--- config.mk ---
export PLATFORM = sky130hd
export DESIGN_NAME = sar_seq_ctrl
export DESIGN_NICKNAME = d
export VERILOG_FILES = /design/src/rtl/sar_pkg.sv /design/src/rtl/sar_clkdiv.sv /design/src/rtl/sar_engine.sv /design/src/rtl/sar_seq_ctrl.sv
export SDC_FILE = /design/constraint.sdc
export NUM_CORES = 1
export LEC_CHECK = 0
export CAP_MARGIN = 20
export CORE_MARGIN = 5
export CORE_UTILIZATION = 35
export DETAILED_ROUTE_END_ITERATION = 16
export SYNTH_ARGS = -nofsm -noshare
export SYNTH_HDL_FRONTEND = slang
export SYNTH_SLANG_ARGS = --single-unit
--- constraint.sdc ---
create_clock -name clk -period 5.4 [get_ports clk]
set_clock_uncertainty 0.2 [all_clocks]
set_input_delay 1.35 -clock clk [delete_from_list [all_inputs] [get_ports clk]]
set_output_delay 1.35 -clock clk [all_outputs]
set_load 0.02 [all_outputs]
--- src/rtl/sar_pkg.sv ---
package sar_pkg;
    typedef enum logic [1:0] {
        ST_IDLE   = 2'd0,
        ST_SAMPLE = 2'd1,
        ST_CONV   = 2'd2
    } sar_state_e;
endpackage

--- src/rtl/sar_clkdiv.sv ---
module sar_clkdiv #(
    parameter int RATIO_W    = 2,
    parameter int BASE_SHIFT = 2
) (
    input  logic               clk,
    input  logic               rst_n,
    input  logic               run,
    input  logic               restart,
    input  logic [RATIO_W-1:0] ratio,
    output logic               tick
);
    localparam int MAX_DIV = 1 << (BASE_SHIFT + (1 << RATIO_W) - 1);
    localparam int CNT_W   = $clog2(MAX_DIV);

    typedef struct packed {
        logic [RATIO_W-1:0] ratio;
        logic [CNT_W-1:0]   cnt;
    } div_regs_t;

    div_regs_t q, d;
    logic [CNT_W:0]   one_hot;
    logic [CNT_W-1:0] last_cnt;

    always_comb begin
        one_hot  = (CNT_W+1)'(1) << (BASE_SHIFT + int'(q.ratio));
        last_cnt = CNT_W'(one_hot - (CNT_W+1)'(1));
        tick     = run && (q.cnt == last_cnt);
        d        = q;
        if (restart) begin
            d.ratio = ratio;
            d.cnt   = '0;
        end else if (run) begin
            d.cnt = tick ? '0 : q.cnt + CNT_W'(1);
        end
    end

    always_ff @(posedge clk or negedge rst_n) begin
        if (!rst_n) q <= '0;
        else        q <= d;
    end

    // an enable is always a single-cycle pulse
    a_r3_single_pulse: assert property (@(posedge clk) disable iff (!rst_n)
        tick |=> !tick);
endmodule

--- src/rtl/sar_engine.sv ---
module sar_engine
    import sar_pkg::*;
#(
    parameter int RES_W        = 10,
    parameter int CH_W         = 3,
    parameter int SAMPLE_TICKS = 4
) (
    input  logic             clk,
    input  logic             rst_n,
    input  logic             req,
    input  logic             cont_mode,
    input  logic [CH_W-1:0]  chan_sel,
    input  logic             tick,
    input  logic             cmp_in,
    input  logic             irq_clr,
    output logic             busy,
    output logic             restart,
    output logic [CH_W-1:0]  mux_sel,
    output logic [RES_W-1:0] dac_code,
    output logic [RES_W-1:0] result,
    output logic             irq
);
    localparam int BIT_W  = (RES_W > 1) ? $clog2(RES_W) : 1;
    localparam int SAMP_W = (SAMPLE_TICKS > 1) ? $clog2(SAMPLE_TICKS) : 1;

    typedef struct packed {
        sar_state_e        st;
        logic [SAMP_W-1:0] samp;
        logic [BIT_W-1:0]  bitn;
        logic [RES_W-1:0]  acc;
        logic [CH_W-1:0]   chan;
        logic [RES_W-1:0]  result;
        logic              irq;
    } eng_regs_t;

    eng_regs_t q, d;
    logic [RES_W-1:0] mask;
    logic [RES_W-1:0] acc_next;
    logic             fin;

    always_comb begin
        mask     = RES_W'(1) << q.bitn;
        acc_next = cmp_in ? (q.acc | mask) : q.acc;
        d        = q;
        restart  = 1'b0;
        fin      = 1'b0;
        unique case (q.st)
            ST_IDLE: begin
                if (req) begin
                    d.st    = ST_SAMPLE;
                    d.samp  = '0;
                    d.chan  = chan_sel;
                    restart = 1'b1;
                end
            end
            ST_SAMPLE: begin
                if (tick) begin
                    if (q.samp == SAMP_W'(SAMPLE_TICKS - 1)) begin
                        d.st   = ST_CONV;
                        d.bitn = BIT_W'(RES_W - 1);
                        d.acc  = '0;
                    end else begin
                        d.samp = q.samp + SAMP_W'(1);
                    end
                end
            end
            ST_CONV: begin
                if (tick) begin
                    d.acc = acc_next;
                    if (q.bitn == '0) begin
                        fin      = 1'b1;
                        d.result = acc_next;
                        if (cont_mode) begin
                            d.st    = ST_SAMPLE;
                            d.samp  = '0;
                            d.chan  = chan_sel;
                            restart = 1'b1;
                        end else begin
                            d.st = ST_IDLE;
                        end
                    end else begin
                        d.bitn = q.bitn - BIT_W'(1);
                    end
                end
            end
            default: d.st = ST_IDLE;
        endcase
        if (fin)          d.irq = 1'b1;
        else if (irq_clr) d.irq = 1'b0;
    end

    always_ff @(posedge clk or negedge rst_n) begin
        if (!rst_n) q <= '{st: ST_IDLE, default: '0};
        else        q <= d;
    end

    assign busy     = (q.st != ST_IDLE);
    assign mux_sel  = q.chan;
    assign dac_code = (q.st == ST_CONV) ? (q.acc | mask) : '0;
    assign result   = q.result;
    assign irq      = q.irq;

    // result register changes only at completion, which sets the flag
    a_r1_result_at_end: assert property (@(posedge clk) disable iff (!rst_n)
        !$stable(q.result) |-> q.irq);
    // channel held while converting, start requests ignored
    a_r2_chan_held: assert property (@(posedge clk) disable iff (!rst_n)
        (busy && !fin) |=> $stable(q.chan));
    // flag sticks until cleared
    a_r8_irq_sticky: assert property (@(posedge clk) disable iff (!rst_n)
        (q.irq && !irq_clr) |=> q.irq);
    // single mode stops after the last bit
    a_r5_single_stop: assert property (@(posedge clk) disable iff (!rst_n)
        (fin && !cont_mode) |=> !busy);
    // continuous mode restarts without an idle cycle
    a_r6_cont_restart: assert property (@(posedge clk) disable iff (!rst_n)
        (fin && cont_mode) |=> busy);
endmodule

--- src/rtl/sar_seq_ctrl.sv ---
module sar_seq_ctrl #(
    parameter int RES_W        = 10,
    parameter int CH_W         = 3,
    parameter int RATIO_W      = 2,
    parameter int BASE_SHIFT   = 2,
    parameter int SAMPLE_TICKS = 4
) (
    input  logic               clk,
    input  logic               rst_n,
    input  logic               sw_start,
    input  logic               trig_in,
    input  logic               cont_mode,
    input  logic [RATIO_W-1:0] div_sel,
    input  logic [CH_W-1:0]    chan_sel,
    input  logic               cmp_in,
    input  logic               irq_clr,
    output logic               busy,
    output logic [CH_W-1:0]    mux_sel,
    output logic [RES_W-1:0]   dac_code,
    output logic [RES_W-1:0]   result,
    output logic               irq
);
    logic req;
    logic tick;
    logic restart;

    assign req = sw_start | trig_in;

    sar_clkdiv #(
        .RATIO_W    (RATIO_W),
        .BASE_SHIFT (BASE_SHIFT)
    ) u_div (
        .clk     (clk),
        .rst_n   (rst_n),
        .run     (busy),
        .restart (restart),
        .ratio   (div_sel),
        .tick    (tick)
    );

    sar_engine #(
        .RES_W        (RES_W),
        .CH_W         (CH_W),
        .SAMPLE_TICKS (SAMPLE_TICKS)
    ) u_eng (
        .clk       (clk),
        .rst_n     (rst_n),
        .req       (req),
        .cont_mode (cont_mode),
        .chan_sel  (chan_sel),
        .tick      (tick),
        .cmp_in    (cmp_in),
        .irq_clr   (irq_clr),
        .busy      (busy),
        .restart   (restart),
        .mux_sel   (mux_sel),
        .dac_code  (dac_code),
        .result    (result),
        .irq       (irq)
    );

    // an idle block accepts either start source on the next edge
    a_r9_busy_on_start: assert property (@(posedge clk) disable iff (!rst_n)
        (!busy && (sw_start || trig_in)) |=> busy);
endmodule

==> flow_summary.toml, run 1 <==
[yosys]
synth_edf_count = 0
synth_area_sq_um = 2280
synthTopCellsByArea = "dfrtp_1 43%, ha_1 7.1%, buf_4 4.6%"
ys_seq_area_share_pct = 42.7
synth-seq-cells = 39
yosysTopAreaCell = "dfrtp_1"
ys_async_sr_fraction_pct = 100
syn_area_per_cell_sq_um = 9.56
yosys_most_used_dff = "dfrtp_1"
syn_inst = 239
synth_cell_types = 49
synth_nets = 264
synth_top_area_share_pct = 42.7
yosys_warnings = 0

[global_route]
grt_pass1_wl_mm = 8.75
antenna_found_initial = 0
grt_pass1_vias = 1792
grt-ovfl-total = 0
grt_use_total_pct = 12.9
grt_max_degree = 40

[routing]
ant_nets = 0
via_count = 1774
wl_per_cell_microns = 14.8
first_iter_violations = 46
drc_errors = 0
drt_pass1_iterations = 4
vias_per_cell = 5.22
wirelength_mm = 5.04

[min_path]
holdCritPathClass = "reg -> reg"

[timing]
worst_pin_slew_ns = 0.956
max_freq_mhz = 244
period_minus_slack_ns = 4.10
hold_viol_final = 0
fin_ws_ns = 1.30
maxSlewViolCount = 0
timing.final.crit_share_pct = 76.0
rsz0062_at_grt = "false"
slew_headroom_pct = 35.8
final-setup-viol-count = 0
setup_tns_ns = 0

[die]
die_height_microns = 90.8
start_util_pct = 36.0
coreArea_sq_um = 6350
die_w_microns = 90.8
dieArea_sq_um = 8240
rows = 29
ioPinCount = 37

[worst_setup_path]
path_max_fanout = 6
cpMostUsedCell = "nor2_1"
cp_slowest_stage_delay_ns = 0.61
crit_path_start_kind = "register"
cpMaxStageDelayCell = "clkdlybuf4s50_1"
crit_type = "reg -> out"
endpoint_kind = "output port"
path_cells = "inv_1 > ha_1 > nor3b_1 > nor2_1 > nor2_1 > clkdlybuf4s50_1"
cp.required_ns = 3.85
cp_data_arrival_time_ns = 2.55

[power_and_ir_drop]
power_density_nw_per_um2 = 318
p_total_uw = 857
worst_ir_drop_vdd_uv = 161
leakage_nw = 1.17

[final_layout]
finalNetCount = 287
areaGrowthSynthToFinish_pct = 17.8
diodes = 0
fin_cells = 340
filler_cell_count = 618
drive_gt1_share_pct = 7.98
finalCoreUtilization_pct = 42.4

[cts]
cts_tree = "built"
clock_latency_ns = 0.30
cts-root-buf = "clkbuf_8"
cts_resized = 0
cts.path.max_buffers = 2
cts_hold_buf = 0
cts.sinks = 39
clk_pin_slew_worst_paths_ns = 0.09
post-cts-setup-buffers = 0
htreeDepth = 2
cts_inserted_buffers = 5

[place]
dp.cells = 332
dpl_worst_slack_ns = 1.63
gp_routability_congestion = 0.788
hpwl_mm = 3.63
port_buffers = 36

[run]
maxCapViolations = 0

[run_status]
status = "complete, no violations"
[metal layers]
metal  share of wire (%)  GRT usage [%]
met1                  45           16.3
met4                 1.3           4.40
met2                  48           21.6
met3                 5.3           3.08
met5                   0              0
[cells by family after synthesis]
| family | count (synthesis) | share of synthesized area [%] |
|---|---|---|
| buffers and inverters | 33 | 8.16 |
| multiplexers | 11 | 5.26 |
| flip-flops | 39 | 42.7 |
| AND/OR/NAND/NOR | 70 | 15.1 |
| adder cells (fa/ha/maj) | 13 | 7.12 |
| XOR/XNOR | 3 | 1.15 |
| AO/OA/AOI/OAI | 70 | 20.5 |
[placed cells by master (no fill, tap or decap), types with 2 or more instances in the layout]
| cell | instances |
|---|---|
| and2_1 | 3 |
| a22o_1 | 4 |
| a21o_1 | 2 |
| nand3_1 | 3 |
| inv_1 | 12 |
| mux2i_1 | 3 |
| a31oi_1 | 10 |
| ha_1 | 13 |
| nand2_1 | 16 |
| nor2b_1 | 2 |
| o31ai_1 | 2 |
| o2111ai_1 | 2 |
| o21ai_0 | 19 |
| clkinvlp_4 | 2 |
| mux2_2 | 5 |
| dfrtp_1 | 39 |
| and3b_1 | 2 |
| and3_1 | 2 |
| clkbuf_8 | 5 |
| nor2_1 | 27 |
| xnor2_1 | 2 |
| nand2b_1 | 4 |
| nor3_1 | 4 |
| mux2_1 | 3 |
| clkdlybuf4s50_1 | 35 |
| a21oi_1 | 17 |
| o21a_1 | 2 |
[final cells by class]
class	count	area [sq um]	area share [%]
Clock inverter	3	20.0	0.744
Inverter	12	45.0	1.67
Timing Repair Buffer	37	363	13.5
Clock buffer	5	68.8	2.56
Sequential cell	39	976	36.3
Multi-Input combinational cell	167	1120	41.7
Tap cell	77	96.3	3.58
[state kept, by name, summed over array words and instances, names as in the netlist]
name           count
u_eng.result      10
u_div.q            7
u_eng.mux_sel      3
u_eng.q           18
u_eng.irq          1
[synth_stat cells, types with 3 or more instances]
| master | count |
|---|---|
| inv_1 | 12 |
| mux2i_1 | 3 |
| nor2_1 | 27 |
| a31oi_1 | 10 |
| nor3_1 | 4 |
| mux2_2 | 5 |
| a21oi_1 | 17 |
| o21ai_0 | 19 |
| nand2b_1 | 4 |
| nand2_1 | 16 |
| dfrtp_1 | 39 |
| buf_4 | 14 |
| and2_1 | 3 |
| ha_1 | 13 |
| a22o_1 | 4 |
| mux2_1 | 3 |
| clkbuf_1 | 3 |
| nand3_1 | 3 |
[worst max-delay path: cells and delay by family, from the launching register on]
kind / cells / cell delay, ns
AND/OR/NAND/NOR: 3 / 0.81
buffers and inverters: 2 / 0.74
flip-flops: 1 / 0.45
adder cells (fa/ha/maj): 1 / 0.25
[path summary, 6_finish.rpt]
check / from / endpoint / slack [ns] / cells past startpoint
worst max register to register: u_eng.q[24] / u_div.q[5] / 2.27 / 7
min in group asynchronous: rst_n / u_eng.result[8] / 0.97 / 1
worst max-delay path: u_eng.q[24] / dac_code[0] / 1.30 / 6
worst min-delay path: u_eng.result[7] / u_eng.result[7] / 0.28 / 2
max in group asynchronous: rst_n / u_eng.mux_sel[1] / 3.46 / 1
worst min register to register: u_eng.result[7] / u_eng.result[7] / 0.28 / 2
[power by group]
group / switching (mW) / internal (mW) / total (mW)
logic: 0.156 / 0.131 / 0.287
clock network: 0.113 / 0.0900 / 0.203
registers: 0.0373 / 0.329 / 0.367
total: 0.307 / 0.550 / 0.857
[through the flow]
step	hold slack, ns	cell area [sq um]
floorplan	0.251	2280
CTS	0.294	2690
finish	0.283	2690
global placement	0.263	2600
detailed placement	0.274	2600
global route	0.321	2690
(Power assumes the default switching activity.)
==> run 2, diff against run 1 <==
==> constraint.sdc (replaced) <==
create_clock -name clk -period 4 [get_ports clk]
set_clock_uncertainty 0.2 [all_clocks]
set_input_delay 1 -clock clk [delete_from_list [all_inputs] [get_ports clk]]
set_output_delay 1 -clock clk [all_outputs]
set_load 0.02 [all_outputs]
==> run 2 against run 1 <==
Against the previous run:
- wire length is 0.85% lower
- setup slack worse by 0.70 ns
- clock-buffer cell count is 1 higher
- final cell count rose by 0.59%
- non-clock buffer count is 2 higher
- register-to-register slack got worse by 1.2 ns
- worst hold slack got worse by 0.0037 ns
- sequential power increased by 36%
- clock power grew 31%
- total power grew 35%
- critical path type unchanged
- largest cell class unchanged
- largest power group unchanged
- highest routed layer unchanged
==> flow_summary.toml, run 2 (synthesis gave the netlist of run 1 again) <==
[run]
maxCapViolations = 0

[final_layout]
areaGrowthSynthToFinish_pct = 18.3
largest_reg_flops = 18
finalNetCount = 289
finalCoreUtilization_pct = 42.6
finalInstanceArea_sq_um = 2700
diodes = 0
regMostFlops = "u_eng.q"
layout_common_cells = "39 x dfrtp_1, 35 x clkdlybuf4s50_1, 27 x nor2_1"
drive_gt1_share_pct = 8.30
layout_commonest_cell = "dfrtp_1"

[global_route]
grt-ovfl-total = 0
antenna_found_initial = 0
grt_max_degree = 40
grt_pass1_vias = 1852
grt_pass1_wl_mm = 8.71
grt_use_total_pct = 12.8

[power_and_ir_drop]
p_total_mw = 1.15
leakage_nw = 1.18
worst_ir_drop_vdd_uv = 212
power_density_nw_per_um2 = 427

[cts]
cts_hold_buf = 0
cts.path.max_buffers = 2
post-cts-setup-buffers = 0
cts-root-buf = "clkbuf_8"
clk_pin_slew_worst_paths_ns = 0.08
cts_tree = "built"
cts_resized = 0
clock_latency_ns = 0.30
htreeDepth = 2
cts.sinks = 39
cts_inserted_buffers = 5

[die]
coreArea_sq_um = 6350
rows = 29
die_w_microns = 90.8
start_util_pct = 36.0
die_height_microns = 90.8
dieArea_sq_um = 8240
ioPinCount = 37

[routing]
via_count = 1797
drc_errors = 0
ant_nets = 0
first_iter_violations = 57
vias_per_cell = 5.25
wl_per_cell_microns = 14.6
wirelength_mm = 5.00
drt_pass1_iterations = 4

[worst_setup_path]
cpMaxStageDelayCell = "clkdlybuf4s50_1"
cp_data_arrival_time_ns = 2.20
crit_path_start_kind = "register"
path_buf_inv = 2
endpoint_kind = "output port"
cpMostUsedCell = "nor2_1"
cp.required_ns = 2.80
crit_family = "buffers and inverters"
r2r_slack_ns = 1.10
path_cells = "inv_1 > ha_1 > nor3b_1 > nor2_1 > nor2_1 > clkdlybuf4s50_1"
cp_slowest_stage_delay_ns = 0.61
path_max_fanout = 6
crit_type = "reg -> out"

[timing]
slew_headroom_pct = 38.7
max_freq_mhz = 294
rsz0062_at_grt = "false"
final-setup-viol-count = 0
setup_tns_ns = 0
worst_pin_slew_ns = 0.913
timing.final.crit_share_pct = 85.1
fin_ws_ns = 0.596
hold_viol_final = 0
period_minus_slack_ns = 3.40
maxSlewViolCount = 0

[min_path]
holdCritPathClass = "reg -> reg"

[place]
gp_routability_congestion = 0.783
port_buffers = 36
placed_cell_area_sq_um = 2620
hpwl_mm = 3.70
dpl_worst_slack_ns = 0.932

[run_status]
status = "complete, no violations"
==> run 2: cell types whose count changed in the layout (fill, tap and decap cells not counted), sizes merged <==
cell | previous run | this run
clkbuf | 5 | 6
buf | 2 | 4
clkinvlp | 2 | 1
==> run 2: metal layers <==
metal | vias up | share of wire, % | GRT usage, %
li1 | 893 | - | -
met1 | 861 | 46 | 15.2
met2 | 36 | 47 | 21.2
met3 | 7 | 5.7 | 4.92
met4 | 0 | 1.2 | 4.40
met5 | - | 0 | 0
==> run 2: per-stage QoR <==
stage	std cells	hold WS (ns)
floorplan	239	0.251
global placement	334	0.260
detailed placement	334	0.269
CTS	342	0.289
global route	342	0.310
finish	342	0.279
==> run 2: power breakdown <==
part	total [mW]	switching (mW)	internal, mW
clock network	0.266	0.144	0.122
registers	0.498	0.0531	0.445
logic	0.390	0.211	0.179
total	1.15	0.408	0.746
==> run 2: tightest hold or removal path, delay by kind of cell, from the launching register on <==
kind / cells / cell delay [ns]
AO/OA/AOI/OAI: 1 / 0.06
AND/OR/NAND/NOR: 1 / 0.05
flip-flops: 1 / 0.35
==> run 2: area by class of cell <==
cell class	count	area, sq um
Clock inverter	2	12.5
Tap cell	77	96.3
Fill cell	614	3650
Timing Repair Buffer	39	378
Sequential cell	39	976
Clock buffer	6	72.6
Multi-Input combinational cell	167	1120
Inverter	12	45.0
==> run 2: path summary, 6_finish.rpt <==
| kind | from | end | cells after the start |
|---|---|---|---|
| min | u_eng.result[5] | u_eng.result[5] | 2 |
| max in group asynchronous | rst_n | u_eng.mux_sel[1] | 1 |
| max reg2reg | u_eng.q[25] | u_div.q[6] | 8 |
| max | u_eng.q[25] | dac_code[0] | 6 |
| min reg2reg | u_eng.result[5] | u_eng.result[5] | 2 |
| min in group asynchronous | rst_n | u_eng.irq | 1 |
